<file path="src/rtl/sar_conv_pkg.sv">
package sar_conv_pkg;

  typedef enum logic [1:0] {
    CV_IDLE  = 2'd0,
    CV_ALIGN = 2'd1,
    CV_RUN   = 2'd2
  } cv_state_t;

  // Low two bits both set route the RC clock in.
  function automatic logic sel_is_rc(input logic [2:0] sel);
    return sel[1:0] == 2'b11;
  endfunction

  // log2 of the divide ratio: bit 2 adds one, bits 1:0 add two per step.
  function automatic logic [2:0] sel_div_log2(input logic [2:0] sel);
    return 3'd1 + {2'b00, sel[2]} + {sel[1:0], 1'b0};
  endfunction

endpackage

</file>
<file path="src/rtl/sar_tad_gen.sv">
module sar_tad_gen import sar_conv_pkg::*; #(
  parameter int CNT_W       = 6,
  parameter int SYNC_STAGES = 2
) (
  input  logic       clk,
  input  logic       rst_n,
  input  logic       restart_i,
  input  logic [2:0] sel_i,
  input  logic       rc_clk_i,
  output logic       tick_o
);

  logic [CNT_W-1:0]     cnt_q;
  logic [CNT_W-1:0]     limit;
  logic                 sys_tick;
  logic [SYNC_STAGES:0] rc_sh_q;
  logic                 rc_tick;

  always_comb begin
    limit    = CNT_W'((32'd1 << sel_div_log2(sel_i)) - 32'd1);
    sys_tick = (cnt_q == limit);
  end

  always_ff @(posedge clk or negedge rst_n) begin
    if (!rst_n) begin
      cnt_q <= '0;
    end else if (restart_i || sys_tick) begin
      cnt_q <= '0;
    end else begin
      cnt_q <= cnt_q + 1'b1;
    end
  end

  // Synchroniser chain plus one delayed copy for edge detection.
  always_ff @(posedge clk or negedge rst_n) begin
    if (!rst_n) begin
      rc_sh_q <= '0;
    end else begin
      rc_sh_q <= {rc_sh_q[SYNC_STAGES-1:0], rc_clk_i};
    end
  end

  assign rc_tick = rc_sh_q[SYNC_STAGES-1] & ~rc_sh_q[SYNC_STAGES];
  assign tick_o  = sel_is_rc(sel_i) ? rc_tick : sys_tick;

endmodule

</file>
<file path="src/rtl/sar_bit_engine.sv">
module sar_bit_engine #(
  parameter int RES_W = 8,
  parameter int IDX_W = 3
) (
  input  logic             clk,
  input  logic             rst_n,
  input  logic             clear_i,
  input  logic             step_i,
  input  logic             bit_active_i,
  input  logic [IDX_W-1:0] bit_idx_i,
  input  logic             cmp_i,
  output logic [RES_W-1:0] code_o,
  output logic [RES_W-1:0] dac_o
);

  logic [RES_W-1:0] code_q;
  logic [RES_W-1:0] trial;

  function automatic logic [RES_W-1:0] trial_code(input logic [RES_W-1:0] decided,
                                                  input logic [IDX_W-1:0] idx);
    logic [RES_W-1:0] one;
    one = '0;
    one[idx] = 1'b1;
    return decided | one;
  endfunction

  assign trial = trial_code(code_q, bit_idx_i);

  always_ff @(posedge clk or negedge rst_n) begin
    if (!rst_n) begin
      code_q <= '0;
    end else if (clear_i) begin
      code_q <= '0;
    end else if (step_i && cmp_i) begin
      code_q <= trial;
    end
  end

  assign code_o = code_q;
  assign dac_o  = bit_active_i ? trial : '0;

endmodule

</file>
<file path="src/rtl/sar_conv_ctrl.sv">
module sar_conv_ctrl import sar_conv_pkg::*; #(
  parameter int RES_W        = 8,
  parameter int MAX_DIV_LOG2 = 6,
  parameter int SYNC_STAGES  = 2
) (
  input  logic             clk,
  input  logic             rst_n,
  input  logic [2:0]       cfg_sel_i,
  input  logic             go_set_i,
  input  logic             go_clr_i,
  input  logic             flag_clr_i,
  input  logic             rc_clk_i,
  input  logic             cmp_i,
  output logic             busy_o,
  output logic             flag_o,
  output logic [RES_W-1:0] result_o,
  output logic             hold_o,
  output logic [RES_W-1:0] dac_code_o
);

  localparam int LAST_PER = RES_W + 1;
  localparam int PER_W    = $clog2(LAST_PER + 1);
  localparam int IDX_W    = (RES_W > 1) ? $clog2(RES_W) : 1;

  cv_state_t        st_q;
  logic [PER_W-1:0] per_q;
  logic [2:0]       sel_q;
  logic [RES_W-1:0] result_q;
  logic             flag_q;

  // Named events for the checker.
  logic             tad_tick;
  logic             start_evt;
  logic             abort_evt;
  logic             done_evt;
  logic             bit_period;
  logic             bit_step;
  logic [IDX_W-1:0] bit_idx;
  logic [RES_W-1:0] code_w;

  always_comb begin
    start_evt  = (st_q == CV_IDLE) && go_set_i && !go_clr_i;
    abort_evt  = (st_q != CV_IDLE) && go_clr_i;
    bit_period = (st_q == CV_RUN) && (per_q != '0) && (per_q <= PER_W'(RES_W));
    bit_idx    = IDX_W'(PER_W'(RES_W) - per_q);
    bit_step   = bit_period && tad_tick;
    done_evt   = (st_q == CV_RUN) && tad_tick && (per_q == PER_W'(LAST_PER)) && !go_clr_i;
  end

  sar_tad_gen #(
    .CNT_W       (MAX_DIV_LOG2),
    .SYNC_STAGES (SYNC_STAGES)
  ) u_tad (
    .clk       (clk),
    .rst_n     (rst_n),
    .restart_i (start_evt),
    .sel_i     (sel_q),
    .rc_clk_i  (rc_clk_i),
    .tick_o    (tad_tick)
  );

  sar_bit_engine #(
    .RES_W (RES_W),
    .IDX_W (IDX_W)
  ) u_bits (
    .clk          (clk),
    .rst_n        (rst_n),
    .clear_i      (start_evt),
    .step_i       (bit_step),
    .bit_active_i (bit_period),
    .bit_idx_i    (bit_idx),
    .cmp_i        (cmp_i),
    .code_o       (code_w),
    .dac_o        (dac_code_o)
  );

  always_ff @(posedge clk or negedge rst_n) begin
    if (!rst_n) begin
      st_q     <= CV_IDLE;
      per_q    <= '0;
      sel_q    <= '0;
      result_q <= '0;
      flag_q   <= 1'b0;
    end else begin
      case (st_q)
        CV_IDLE: begin
          if (start_evt) begin
            st_q  <= CV_ALIGN;
            sel_q <= cfg_sel_i;
            per_q <= '0;
          end
        end
        CV_ALIGN: begin
          if (abort_evt) begin
            st_q <= CV_IDLE;
          end else if (tad_tick) begin
            st_q  <= CV_RUN;
            per_q <= '0;
          end
        end
        CV_RUN: begin
          if (abort_evt) begin
            st_q <= CV_IDLE;
          end else if (tad_tick) begin
            if (per_q == PER_W'(LAST_PER)) begin
              st_q     <= CV_IDLE;
              result_q <= code_w;
            end else begin
              per_q <= per_q + 1'b1;
            end
          end
        end
        default: st_q <= CV_IDLE;
      endcase

      if (done_evt) begin
        flag_q <= 1'b1;
      end else if (flag_clr_i) begin
        flag_q <= 1'b0;
      end
    end
  end

  assign busy_o   = (st_q != CV_IDLE);
  assign hold_o   = (st_q == CV_RUN);
  assign flag_o   = flag_q;
  assign result_o = result_q;

endmodule

</file>
<file path="config.mk">
export PLATFORM = sky130hd
export DESIGN_NAME = sar_conv_ctrl
export DESIGN_NICKNAME = d
export VERILOG_FILES = /design/src/rtl/sar_conv_pkg.sv /design/src/rtl/sar_tad_gen.sv /design/src/rtl/sar_bit_engine.sv /design/src/rtl/sar_conv_ctrl.sv
export SDC_FILE = /design/constraint.sdc
export NUM_CORES = 1
export LEC_CHECK = 0
export CAP_MARGIN = 15
export CELL_PAD_IN_SITES_DETAIL_PLACEMENT = 1
export CELL_PAD_IN_SITES_GLOBAL_PLACEMENT = 2
export CORE_MARGIN = 2
export CORE_UTILIZATION = 30
export DETAILED_ROUTE_END_ITERATION = 6
export PLACE_DENSITY = 0.82
export SETUP_SLACK_MARGIN = 0.4
export SLEW_MARGIN = 20
export SYNTH_ARGS = -nofsm -noshare
export SYNTH_HDL_FRONTEND = slang
export SYNTH_SLANG_ARGS = --single-unit
</file>
<file path="constraint.sdc">
create_clock -name clk -period 7.3 [get_ports clk]
set_input_delay 1.825 -clock clk [delete_from_list [all_inputs] [get_ports clk]]
set_output_delay 1.825 -clock clk [all_outputs]
set_load 0.01 [all_outputs]
</file>
==> metrics.md <==
| Metric | Value |
|---|---|
| Switching power | roughly 0.17 mW |
| 1st-pass router iterations | 4 |
| TritonCTS clock tree | done |
| Detailed-route wire length per cell | about 15 um |
| Maximum level of the CTS H-tree | 2 |
| Aggregate global-route resource usage | 13.5% |
| Part of the total power dissipated in sequential elements | 44.1% |
| Worst path required time | roughly 5500 ps |
| Max-slew violation count | 0 |
| Total core area | about 6300 sq um |
| Clock Sinks | 35 |
| Vias in the first global route | between 1500 and 2000 |
| Placer congestion estimate | roughly 0.73 |
| Run status | finished clean |
| Layout Skew | between 6 and 7 ps |
| Category of the critical setup timing path | flip-flop to primary output |
| Via density per instance | 5.03 |
| Count of flip-flops with a built-in enable after synthesis | 0 |
| Mapped Area | 1940 sq um |
| Seq/Total Area, Yosys | roughly 45% |
| Endpoint type of the worst setup path | primary output |
| Height of the chip | 84.4 um |
| Max_cap viols | 0 |
| Tightest Pin Transition | 866 ps |
| Placement row count | 29 |
| Global-route wire length before repair | between 7000 and 8000 um |
| Layout fillers | roughly 750 |
| Largest voltage drop on the vdd net | 0.0830 mV |
| Buffers inserted during post-CTS setup optimization | 0 |
| Synthesized instance count | 191 |
| Count of buffers inserted at the top-level ports | 28 |
| Synthesized area per cell | about 10 sq um |
| Number of buffers inserted for hold repair after clock tree synthesis | 0 |
| Yosys warning count | 0 |
| Final count of hold timing violations | 0 |
| Source-to-sink clock delay at the later pin of the worst-skew pair | around 290 ps |
| Antenna violations before repair | 0 |
| Setup repair after global routing missed its margin | false |
| Detailed Route Iter0 Violations | 49 |
| Worst Hold Class | flip-flop to flip-flop |
| Post-Route Setup TNS | 0 ps |
| FF/Latch Area | 876 sq um |
| CTS buffer count | 5 |
| DPL Wire Length | about 3200 um |
| Die width | approximately 84 um |
| Final critical-path share of the clock period | slightly below 60% |
| F_max | roughly 230 MHz |
| Largest cells by area after synthesis | sky130_fd_sc_hd__dfrtp_1 45%, sky130_fd_sc_hd__mux2_4 6.2%, sky130_fd_sc_hd__nand2_1 4.1%, sky130_fd_sc_hd__nor2_1 3.7%, sky130_fd_sc_hd__ha_1 3.2% |
| Num ports | 29 |
| Predominant post-synthesis flop cell | sky130_fd_sc_hd__dfrtp_1 |
| Largest area contributor in the synthesized netlist | sky130_fd_sc_hd__dfrtp_1 |
| Switching Share | 31.5% |
| Relative slew slack | 42.0% |
| Area added between synthesis and finish | 23.2% |
| Shortest period the worst path allows | ~4300 ps |
| Worst-path clk slew | ~80 ps |
| Largest net degree at the start of global routing | 36 |
| Drt drc | 0 |
| Post-layout total power | 0.546 mW |
| Startpoint types | flip-flop |
| Deepest clock path buffer count | 2 |
| Area of the multi-input gates | slightly below 1000 sq um |
| PD cells | around 230 nW/um^2 |
| Yosys top cell area share | a little under half |
| Antenna diode instance count | 0 |
| Via Count | ~1500 |
| Internal power | around 0.37 mW |
| Synthesized net count | slightly above 200 |
| Maximum fanout along the worst path | 10 |
| Effective utilization at floorplan | 30.7% |
| Number of distinct library cells after synthesis | 50 |
| Async S/R FF share, synth | 100% |
| Clock Root Buffer | sky130_fd_sc_hd__clkbuf_8 |
| Post-route antenna net violation count | 0 |
| Final setup violating endpoints | 0 |
| Worst Hold Margin | around 360 ps |
| Most common library cell in the layout ignoring fill and taps | sky130_fd_sc_hd__dfrtp_1 |
| Cells resized by post-CTS repair | 0 |
| Final net count | approximately 230 |
| Total detailed-routing wirelength | around 4300 um |
| Total global routing overflow | 0 |
| Share of power burned in combinational logic | 23.8% |
| Share of final-layout standard cells stronger than drive strength 1 | between 10% and 20% |
| Reported leakage power | between 1 and 1.5 nW |
| Clk network pwr share | between 30% and 40% |
| Arrival time worst endpoint | 2490 ps |
| Die footprint | about 7000 sq um |
| Most used cells in the layout excluding fill and tap cells | 35 x sky130_fd_sc_hd__dfrtp_1, 28 x sky130_fd_sc_hd__clkdlybuf4s50_1, 21 x sky130_fd_sc_hd__nand2_1, 19 x sky130_fd_sc_hd__nor2_1, 9 x sky130_fd_sc_hd__inv_1 |
| Flops & latches, synth | 35 |
## worst max-delay path, cell delays in order, from the launching register on
cell and delay, ps:
sky130_fd_sc_hd__dfrtp_1 500, sky130_fd_sc_hd__inv_1 100, sky130_fd_sc_hd__ha_1 230, sky130_fd_sc_hd__nor2b_1 150, sky130_fd_sc_hd__xnor2_1 180, sky130_fd_sc_hd__and2_1 320, sky130_fd_sc_hd__o21a_1 200, sky130_fd_sc_hd__clkdlybuf4s50_1 540
## synthesized netlist by cell type (3+ instances only)
master and count:
sky130_fd_sc_hd__nand2b_1 4, sky130_fd_sc_hd__ha_1 5, sky130_fd_sc_hd__nand3_1 6, sky130_fd_sc_hd__nor3_1 3, sky130_fd_sc_hd__mux2_4 8, sky130_fd_sc_hd__a32o_1 3
sky130_fd_sc_hd__inv_1 9, sky130_fd_sc_hd__a21oi_1 4, sky130_fd_sc_hd__or3_1 3, sky130_fd_sc_hd__nand2_1 21, sky130_fd_sc_hd__a31oi_1 5, sky130_fd_sc_hd__clkbuf_1 6
sky130_fd_sc_hd__xor2_1 3, sky130_fd_sc_hd__nand3b_1 3, sky130_fd_sc_hd__nor2_1 19, sky130_fd_sc_hd__xnor2_1 7, sky130_fd_sc_hd__dfrtp_1 35, sky130_fd_sc_hd__o21a_1 8
## layout make-up
type	instances	share of cell area [%]
well taps	77	4.03
inverters	9	1.41
clock inverters	3	1.83
repair buffers	29	12.0
multi-input cells	138	41.2
clock buffers	5	2.88
flip-flops and latches	35	36.6
## path summary, 6_finish.rpt
kind	from	depth (start not counted)	slack [ps]	endpoint
worst max-delay path	per_q[0]	7	2980	dac_code_o[3]
worst min-delay path	u_tad.rc_sh_q[0]	0	360	u_tad.rc_sh_q[1]
worst max register to register	sel_q[2]	8	3630	result_o[3]
worst min register to register	u_tad.rc_sh_q[0]	0	360	u_tad.rc_sh_q[1]
max in group asynchronous	rst_n	2	5030	result_o[3]
min in group asynchronous	rst_n	2	1950	sel_q[1]
## flip-flops by register name, summed over array words and instances, names as in the netlist
register / flops
result_o: 8
u_bits.code_o: 8
u_tad.cnt_q: 6
per_q: 4
sel_q: 3
u_tad.rc_sh_q: 3
st_q: 2
flag_o: 1
## stage by stage
| step | area [sq um] | worst slack [ps] | util, % | cells |
|---|---|---|---|---|
| 2_1_floorplan | 1940 | 3900 | - | 191 |
| 3_3_place_gp | 2280 | 3370 | 36.1 | 288 |
| 3_5_place_dp | 2280 | 3270 | 36.1 | 288 |
| 4_1_cts | 2390 | 2940 | 37.9 | 296 |
| 5_1_grt | 2390 | 2770 | 37.9 | 296 |
| 6_report | 2390 | 2980 | 37.9 | 296 |
## kinds of logic after synthesis
logic type / synth area share [%]
mux: 8.38
buf+inv: 4.13
compound gates: 14.7
flops: 45.1
fa+ha+maj: 3.22
simple gates: 19.9
xor+xnor: 4.51
## power by group through the flow
stage               Combinational (mW)  Clock (mW)  Sequential, mW
floorplan                        0.113           0           0.231
CTS                              0.133       0.182           0.242
finish                           0.130       0.175           0.241
global placement                 0.129           0           0.245
global route                     0.147       0.191           0.246
detailed placement               0.132           0           0.245
## metal layers
layer | track usage (%) | share of wire (%)
met3 | 3.44 | 2.3
met1 | 17.2 | 47
met2 | 22.6 | 49
met5 | 0 | 0
met4 | 4.33 | 0.97
Note: power is estimated with default switching activity, not from simulation.
